==> src/rtl/irqc_pkg.sv <==
package irqc_pkg;
   localparam int BYTE_W = 8;

   // register addresses
   localparam int A_CTRL    = 0;
   localparam int A_PEND    = 1;
   localparam int A_DMA0    = 2;
   localparam int A_DMA1    = 3;
   localparam int A_SLOT_EN = 4;
   localparam int A_GRP2_EN = 5;
   localparam int A_SND     = 6;

   // category bit positions
   localparam int C_GRP1 = 0;
   localparam int C_GRP2 = 1;
   localparam int C_SER  = 2;
   localparam int C_ETH  = 3;
   localparam int C_DMA  = 4;
   localparam int C_NMI  = 7;

   // control byte bits
   localparam int K_ACK   = 7;
   localparam int K_FORCE = 6;
   localparam logic [BYTE_W-1:0] K_ACK_KEEP = 8'hC0;
   localparam int SND_FLAG_BIT = 1;

   typedef struct packed {
      logic [BYTE_W-1:0] ctrl;
      logic [BYTE_W-1:0] dma0;
      logic [BYTE_W-1:0] dma1;
      logic [BYTE_W-1:0] slot_en;
      logic [BYTE_W-1:0] grp2_en;
      logic [BYTE_W-1:0] snd;
   } irqc_regs_t;
endpackage

==> src/rtl/irqc_regfile.sv <==
module irqc_regfile
   import irqc_pkg::*;
#(
   parameter int ADDR_W = 3
) (
   input  logic              clk,
   input  logic              rst_n,
   input  logic [ADDR_W-1:0] addr,
   input  logic              wr,
   input  logic              rd,
   input  logic [BYTE_W-1:0] wdata,
   input  logic [BYTE_W-1:0] pending,
   output logic [BYTE_W-1:0] rdata,
   output irqc_regs_t        regs,
   output logic              ack
);
   localparam int NREG = 1 << ADDR_W;

   irqc_regs_t r_q;
   logic       sel_ctrl;

   assign sel_ctrl = (addr == ADDR_W'(A_CTRL));
   assign ack = (wr && sel_ctrl && wdata[K_ACK]) ||
                (rd && sel_ctrl && r_q.ctrl[K_ACK]);

   always_ff @(posedge clk or negedge rst_n) begin
      if (!rst_n) begin
         r_q <= '0;
      end else if (wr) begin
         if (addr == ADDR_W'(A_CTRL))
            r_q.ctrl <= wdata[K_ACK] ? (wdata & K_ACK_KEEP) : wdata;
         if (addr == ADDR_W'(A_DMA0))
            r_q.dma0 <= wdata;
         if (addr == ADDR_W'(A_DMA1))
            r_q.dma1 <= wdata;
         if (addr == ADDR_W'(A_SLOT_EN))
            r_q.slot_en <= wdata;
         if (addr == ADDR_W'(A_GRP2_EN))
            r_q.grp2_en <= wdata;
         if (addr == ADDR_W'(A_SND)) begin
            r_q.snd <= wdata;
            r_q.dma1[SND_FLAG_BIT] <= 1'b1;
         end
      end
   end

   // read view as an array built per address
   logic [BYTE_W-1:0] view [NREG];
   for (genvar a = 0; a < NREG; a++) begin : g_view
      if (a == A_CTRL) begin : g_c
         assign view[a] = r_q.ctrl;
      end else if (a == A_PEND) begin : g_p
         assign view[a] = pending;
      end else if (a == A_DMA0) begin : g_d0
         assign view[a] = r_q.dma0;
      end else if (a == A_DMA1) begin : g_d1
         assign view[a] = r_q.dma1;
      end else if (a == A_SLOT_EN) begin : g_se
         assign view[a] = r_q.slot_en;
      end else if (a == A_GRP2_EN) begin : g_ge
         assign view[a] = r_q.grp2_en;
      end else if (a == A_SND) begin : g_s
         assign view[a] = r_q.snd;
      end else begin : g_z
         assign view[a] = '0;
      end
   end

   assign rdata = view[addr];
   assign regs  = r_q;
endmodule

==> src/rtl/irqc_fold.sv <==
module irqc_fold
   import irqc_pkg::*;
#(
   parameter int N_TMR     = 4,
   parameter int N_SLOT    = 7,
   parameter int N_SER     = 2,
   parameter int N_ETH     = 2,
   parameter int N_DMA_GEN = 10,
   parameter int N_DMA_AUX = 3
) (
   input  logic [N_TMR-1:0]     tmr_src,
   input  logic [BYTE_W-1:0]    grp1_flags,
   input  logic [N_SLOT-1:0]    slot_src,
   input  logic [N_SER-1:0]     ser_src,
   input  logic [N_ETH-1:0]     eth_src,
   input  logic [N_DMA_GEN-1:0] dma_gen_src,
   input  logic [N_DMA_AUX-1:0] dma_aux_src,
   input  logic                 nmi_src,
   input  irqc_regs_t           regs,
   output logic [BYTE_W-1:0]    cat_next,
   output logic                 any_raw
);
   logic grp1_live, grp2_gate, dma0_gate, dma1_gate;
   logic tmr_any, slot_any, ser_any, eth_any, dg_any, da_any;

   assign grp1_live = |grp1_flags;
   assign grp2_gate = (|regs.slot_en) || (|regs.grp2_en);
   assign dma0_gate = |regs.dma0;
   assign dma1_gate = |regs.dma1;

   assign tmr_any  = |tmr_src;
   assign slot_any = |slot_src;
   assign ser_any  = |ser_src;
   assign eth_any  = |eth_src;
   assign dg_any   = |dma_gen_src;
   assign da_any   = |dma_aux_src;

   logic [BYTE_W-1:0] hit;
   always_comb begin
      hit         = '0;
      hit[C_GRP1] = (tmr_any || slot_any) && grp1_live;
      hit[C_GRP2] = slot_any && !grp1_live && grp2_gate;
      hit[C_SER]  = ser_any;
      hit[C_ETH]  = eth_any;
      hit[C_DMA]  = (dg_any && dma0_gate) || (da_any && dma1_gate);
      hit[C_NMI]  = nmi_src;
   end

   // only defined category positions pass; the rest are tied low
   for (genvar b = 0; b < BYTE_W; b++) begin : g_cat
      if (b == C_GRP1 || b == C_GRP2 || b == C_SER ||
          b == C_ETH  || b == C_DMA  || b == C_NMI) begin : g_used
         assign cat_next[b] = hit[b];
      end else begin : g_unused
         assign cat_next[b] = 1'b0;
      end
   end

   assign any_raw = tmr_any || slot_any || ser_any || eth_any ||
                    dg_any || da_any || nmi_src;
endmodule

==> src/rtl/irqc_line.sv <==
module irqc_line
   import irqc_pkg::*;
(
   input  logic              clk,
   input  logic              rst_n,
   input  logic [BYTE_W-1:0] cat_next,
   input  logic              any_raw,
   input  logic              force_en,
   input  logic              ack,
   output logic [BYTE_W-1:0] pending_q,
   output logic              irq_q
);
   logic confirm;
   assign confirm = (|cat_next) || (force_en && any_raw);

   always_ff @(posedge clk or negedge rst_n) begin
      if (!rst_n) begin
         pending_q <= '0;
         irq_q     <= 1'b0;
      end else begin
         pending_q <= cat_next;
         irq_q     <= confirm && !ack;
      end
   end
endmodule

==> src/rtl/irq_concentrator.sv <==
module irq_concentrator
   import irqc_pkg::*;
#(
   parameter int ADDR_W    = 3,
   parameter int N_TMR     = 4,
   parameter int N_SLOT    = 7,
   parameter int N_SER     = 2,
   parameter int N_ETH     = 2,
   parameter int N_DMA_GEN = 10,
   parameter int N_DMA_AUX = 3
) (
   input  logic                 clk,
   input  logic                 rst_n,
   input  logic [N_TMR-1:0]     tmr_src,
   input  logic [7:0]           grp1_flags,
   input  logic [N_SLOT-1:0]    slot_src,
   input  logic [N_SER-1:0]     ser_src,
   input  logic [N_ETH-1:0]     eth_src,
   input  logic [N_DMA_GEN-1:0] dma_gen_src,
   input  logic [N_DMA_AUX-1:0] dma_aux_src,
   input  logic                 nmi_src,
   input  logic [ADDR_W-1:0]    reg_addr,
   input  logic                 reg_wr,
   input  logic                 reg_rd,
   input  logic [7:0]           reg_wdata,
   output logic [7:0]           reg_rdata,
   output logic [7:0]           pending_o,
   output logic                 irq_o
);
   if (ADDR_W < 3) begin : g_bad_addr
      $error("ADDR_W must hold addresses 0..6");
   end
   if (N_TMR < 1 || N_SLOT < 1 || N_SER < 1 || N_ETH < 1 ||
       N_DMA_GEN < 1 || N_DMA_AUX < 1) begin : g_bad_src
      $error("every source group needs at least one input");
   end

   irqc_regs_t        regs;
   logic              ack;
   logic [BYTE_W-1:0] cat_next;
   logic              any_raw;
   logic [BYTE_W-1:0] ctrl_q, dma1_q;

   assign ctrl_q = regs.ctrl;
   assign dma1_q = regs.dma1;

   irqc_regfile #(.ADDR_W(ADDR_W)) u_regs (
      .clk(clk), .rst_n(rst_n), .addr(reg_addr), .wr(reg_wr), .rd(reg_rd),
      .wdata(reg_wdata), .pending(pending_o), .rdata(reg_rdata),
      .regs(regs), .ack(ack)
   );

   irqc_fold #(
      .N_TMR(N_TMR), .N_SLOT(N_SLOT), .N_SER(N_SER), .N_ETH(N_ETH),
      .N_DMA_GEN(N_DMA_GEN), .N_DMA_AUX(N_DMA_AUX)
   ) u_fold (
      .tmr_src(tmr_src), .grp1_flags(grp1_flags), .slot_src(slot_src),
      .ser_src(ser_src), .eth_src(eth_src), .dma_gen_src(dma_gen_src),
      .dma_aux_src(dma_aux_src), .nmi_src(nmi_src), .regs(regs),
      .cat_next(cat_next), .any_raw(any_raw)
   );

   irqc_line u_line (
      .clk(clk), .rst_n(rst_n), .cat_next(cat_next), .any_raw(any_raw),
      .force_en(regs.ctrl[K_FORCE]), .ack(ack),
      .pending_q(pending_o), .irq_q(irq_o)
   );
endmodule

==> config.mk <==
export PLATFORM = sky130hd
export DESIGN_NAME = irq_concentrator
export DESIGN_NICKNAME = d
export VERILOG_FILES = /design/src/rtl/irqc_pkg.sv /design/src/rtl/irqc_regfile.sv /design/src/rtl/irqc_fold.sv /design/src/rtl/irqc_line.sv /design/src/rtl/irq_concentrator.sv
export SDC_FILE = /design/constraint.sdc
export NUM_CORES = 1
export LEC_CHECK = 0
export ABC_AREA = 1
export BUFFER_PORTS_ARGS = -buffer_cell sky130_fd_sc_hd__buf_2
export CAP_MARGIN = 10
export CORE_MARGIN = 3
export CORE_UTILIZATION = 25
export CTS_CLUSTER_DIAMETER = 40
export DETAILED_ROUTE_END_ITERATION = 8
export GPL_TIMING_DRIVEN = 0
export PLACE_DENSITY = 0.49
export RECOVER_POWER = 25
export SYNTH_ARGS = -nofsm -noshare
export SYNTH_HDL_FRONTEND = slang
export SYNTH_HIERARCHICAL = 1
export SYNTH_SLANG_ARGS = --single-unit
==> constraint.sdc <==
create_clock -name clk -period 2.6 [get_ports clk]
set_input_delay 0.39 -clock clk [delete_from_list [all_inputs] [get_ports clk]]
set_output_delay 0.39 -clock clk [all_outputs]
set_load 0.02 [all_outputs]
# == Word level (Yosys, flattened, before mapping) ==
# Index checks and enable logic that the tools add are counted.
# op_classes
n_reduce_logical,44
n_bitwise,1
muxes,6
order_cmp,1
eq_ne,5
# op_table
cell,n
OR reduction 8 bit,6
binary-select mux 8 bit (select 3 bit),1
two-way mux 8 bit,3
AND reduction 2 bit,7
logical AND 1 bit,11
logical OR 1 bit,10
OR reduction 10 bit,1
equality test 3 bit (second input constant),3
OR reduction 7 bit,1
equality test 3 x 2 -> 1 bit (second input constant),2
greater-or-equal comparator 4 bit (second input constant),1
inverter 3 -> 4 bit,1
OR reduction 2 bit,2
OR reduction 4 bit,1
zero test 3 bit,1
OR reduction 3 bit,1
zero test 1 bit,2
two-way mux 2 bit,1
nonzero test 2 bit,1
two-way mux 1 bit,1
# totals
register_bits,55
output_inout_bits,17
inputBits,52
word_cells,66

# == Longest topological paths before layout ==
# depth
ltp_word,10
mapped_depth,10
depth_no_buf,10

# == Modules after synthesis ==
# The synthesis kept the hierarchy.
# by_module_without_submodules
mod,instances,seq_area_each_um2,area_per_inst_um2,cells_each
irqc_regfile,1,1201.2,2726.4,328
irqc_fold,1,0.0,376.6,91
irqc_line,1,225.2,262.8,18

# == Worst setup path after synthesis ==
# Ideal clock, no wire load.
# synth_path
kind,input to output
from,in reg_addr[0]
to,out reg_rdata[5]
slack_ns,1.086
stages,8
t_arrival_ns,1.124
path_buffers,1
required_time_ns,2.210
path_cell_list,bufinv_8 buf_2 nand2_1 nand2_1 nand2_1 nand2_1 nand2_1 nand2_1
# synth_between
elab_chain_cells,4
# synth_lines
item,line,text
start: declaration,irq_concentrator.sv:22,"input logic [ADDR_W-1:0] reg_addr,"
inverter 3 -> 4 bit (not written as such),irqc_regfile.sv:69,assign rdata = view[addr];
binary-select mux 8 bit (select 3 bit),irqc_regfile.sv:69,
two-way mux 8 bit (not written as such) (2 in a row),irqc_regfile.sv:69,
end: declaration,irq_concentrator.sv:26,"output logic [7:0] reg_rdata,"
# Every way passes these cells. The select of a mux whose other input is x is not followed.

# == Worst setup path after layout ==
# layout_path
from,in reg_addr[0]
to,out reg_rdata[3]
# Same word-level chain as after synthesis.

==> impl_metrics.tcl <==
set metrics [dict create \
    violations "capacitance limit, slew limit" \
    power_frac_comb_pct 21.5 \
    drc 0 \
    grt_antenna_before_repair 0 \
    ios 69 \
    rows 41 \
    syn_area_um2 3366 \
    coreArea_um2 12880 \
    power_frac_clock_pct 37.2 \
    fmax_mhz 521.2 \
    gp_congestion 0.7928 \
    worst-path-buf-inv 4 \
    cp_slowest_cell "buf_4" \
    finalInstanceArea_um2 4187 \
    grt_max_degree 30 \
    ys_seq_area_share_pct 42.38 \
    crit_required_ps 2210 \
    hold_viol 0 \
    fin_nets 569 \
    postPlaceCellArea_um2 3940 \
    intPower_w 0.001930 \
    die_x_um 122.0 \
    crit_arrival_ps 1530 \
    htree_levels 3 \
    die_h_um 122.0 \
    slew_violations 29 \
    ctsResizeCount 0 \
    yosys_warnings 6 \
    dieArea_um2 14890 \
    max_stage_delay_ps 210 \
    synthCells 437 \
    root_buffer "clkbuf_16" \
    drt_iter0_drc 165 \
    maxSlewHeadroom_pct -11.44 \
    clockBufferDepth 2 \
    critPathMostFrequentCell "nand2_1" \
    fin_crit_sh_pct 73.79 \
    antenna_cells 0 \
    syn_area_per_cell_um2 7.702 \
    grt_pass1_vias 2934 \
    tns_ps 0 \
    skew_ps 3.932 \
    clk_latency_ps 320 \
    cts_hold_buf 0 \
    p_leak_nw 2.232 \
    cts_tree "yes" \
    crit_type "input port to output pin" \
    crit_family "buffers and inverters" \
    ys_ff_latch 57 \
    layout-drive-gt1-share_pct 30.44 \
    numCtsBuffers 9 \
    report.final.setup_viol 0 \
    fillers 1384 \
    portBuffers 67 \
    cp_cell_sequence "buf_2 > buf_6 > buf_4 > nand2_1 > nand2_1 > nand2_1 > nand2_1 > nand2_1 > nand2_1 > buf_2" \
    wl_per_cell_um 13.70 \
    worst_hold_path_type "input port to register" \
    power_switching_w 0.0008448 \
    track_usage_pct 13.63 \
    drv_cap 1 \
    seq_power_share_pct 41.3 \
    drt_pass1_iterations 4 \
    mostFrequentLayoutCells "nand2_1 (172), buf_2 (70), dfrtp_1 (57), nor2_1 (48), o21ai_2 (35)" \
    overflow 0 \
    rsz0062_at_grt "no" \
    final_common_cell "nand2_1" \
    via_count 2982 \
    swShare_pct 30.44 \
    ys_types 28 \
    power_density_nw_per_um2 662.9 \
    vdd_drop_max_v 0.0002346 \
    grt_first_pass_wirelength_mm 15.53 \
    tightestPinTransition_ps 1672 \
    via_per_inst 4.315 \
    clk_pin_slew_ps 50 \
    status "finished, violations left" \
    wirelength_mm 9.464 \
    crit_path_end_kind "output pin" \
    antenna_left 0 \
    cts_setup_buffers 0 \
    areaGrowthSynthToFinish_pct 24.39 \
    critPathLaunchType "input port" \
    start_util_pct 26.14 \
    cts.sinks 57 \
    whs_ps 323.1 \
    dp_hpwl_mm 7.454 \
    crit_fanout 10 \
    layout_min_cycle_time_ps 1919 \
]
-- power by group through the flow --
stage / registers (W) / logic [W] / clock network, W
floorplan: 0.00113 / 0.000422 / 0
global placement: 0.00116 / 0.000590 / 0
detailed placement: 0.00116 / 0.000603 / 0
CTS: 0.00115 / 0.000606 / 0.00105
global route: 0.00117 / 0.000679 / 0.00110
finish: 0.00115 / 0.000597 / 0.00103
-- stage by stage --
step,total power (W),setup slack (ps),util [%],cells
6_report,0.002775,681.4,32.51,691
5_1_grt,0.002947,597.2,32.51,691
4_1_cts,0.002807,686.6,32.55,691
3_5_place_dp,0.001763,692.8,30.60,678
3_3_place_gp,0.001745,699.8,30.44,677
2_1_floorplan,0.001556,1086,-,438
-- per-layer routing --
metal	global-route usage (%)	wire length (µm)	share of wire [%]
met5	0	0	0
met4	4.622	134	1.4
met3	2.646	565	6.0
met2	20.44	4067	43
met1	19.63	4697	50
-- cell type report --
| type | instances | area, µm² | share of cell area, % |
|---|---|---|---|
| multi-input combinational | 320 | 1575 | 37.63 |
| sequential | 57 | 1426 | 34.07 |
| timing repair buffer | 68 | 354.1 | 8.458 |
| clock buffer | 12 | 246.5 | 5.888 |
| tap | 172 | 215.2 | 5.140 |
| buffer | 22 | 188.9 | 4.513 |
| inverter | 39 | 175.2 | 4.184 |
| clock inverter | 1 | 5.005 | 0.1195 |
-- synth_stat cells --
cell type,instances,area [µm²]
inv_2,2,7.510
nand2_4,6,67.56
dfrtp_1,57,1426
a21oi_2,1,8.760
o21ai_1,4,20.02
nor2_4,1,11.26
buf_6,8,90.09
buf_4,9,67.56
nor2_2,3,18.77
inv_8,1,11.26
nand4_1,4,25.02
buf_8,1,15.01
nor2_1,48,180.2
nor2_8,3,60.06
conb_1,1,3.750
inv_4,1,6.260
nand3_1,28,140.1
clkinv_4,1,8.760
nand3b_1,1,7.510
a21oi_1,6,30.03
buf_2,4,20.02
nand3_4,1,17.52
inv_1,33,123.9
nand2_1,172,645.6
bufinv_8,1,17.52
o21ai_0,2,10.01
o21ai_2,35,306.5
nand2_2,3,18.77
-- kinds of logic after synthesis --
logic type / after synthesis / synth area share [%]
compound gates: 48 / 11.15
buf+inv: 61 / 10.93
flops: 57 / 42.38
other cells: 1 / 0.1114
simple gates: 270 / 35.43
-- worst paths after layout --
| check | start | endpoint | slack (ps) | cells past startpoint |
|---|---|---|---|---|
| setup / recovery | reg_addr[0] | reg_rdata[3] | 680 | 10 |
| hold / removal | nmi_src | u_line/pending_q[7] | 320 | 2 |
| setup reg to reg | u_regs/regs[17] | u_line/irq_q | 1110 | 10 |
| hold reg to reg | u_regs/regs[2] | u_regs/regs[2] | 480 | 2 |
| max in group asynchronous | rst_n | u_regs/regs[1] | 1130 | 1 |
| min in group asynchronous | rst_n | u_regs/regs[32] | 490 | 1 |
-- flip-flops by register name, summed over array words and instances (netlist names) --
signal	flops
u_regs/regs	48
u_line/pending_q	8
u_line/irq_q	1
-- worst register-to-register path: stages (launching register included) --
cell and delay, ps:
dfrtp_1 390, inv_1 60, nand2_1 40, nor2_1 170
nand2_1 80, nor2_1 210, nor2_1 90, nor2_1 110
nand2_1 60, nor2_1 110, nor2_1 60
Power figures use the tool's default switching activity.
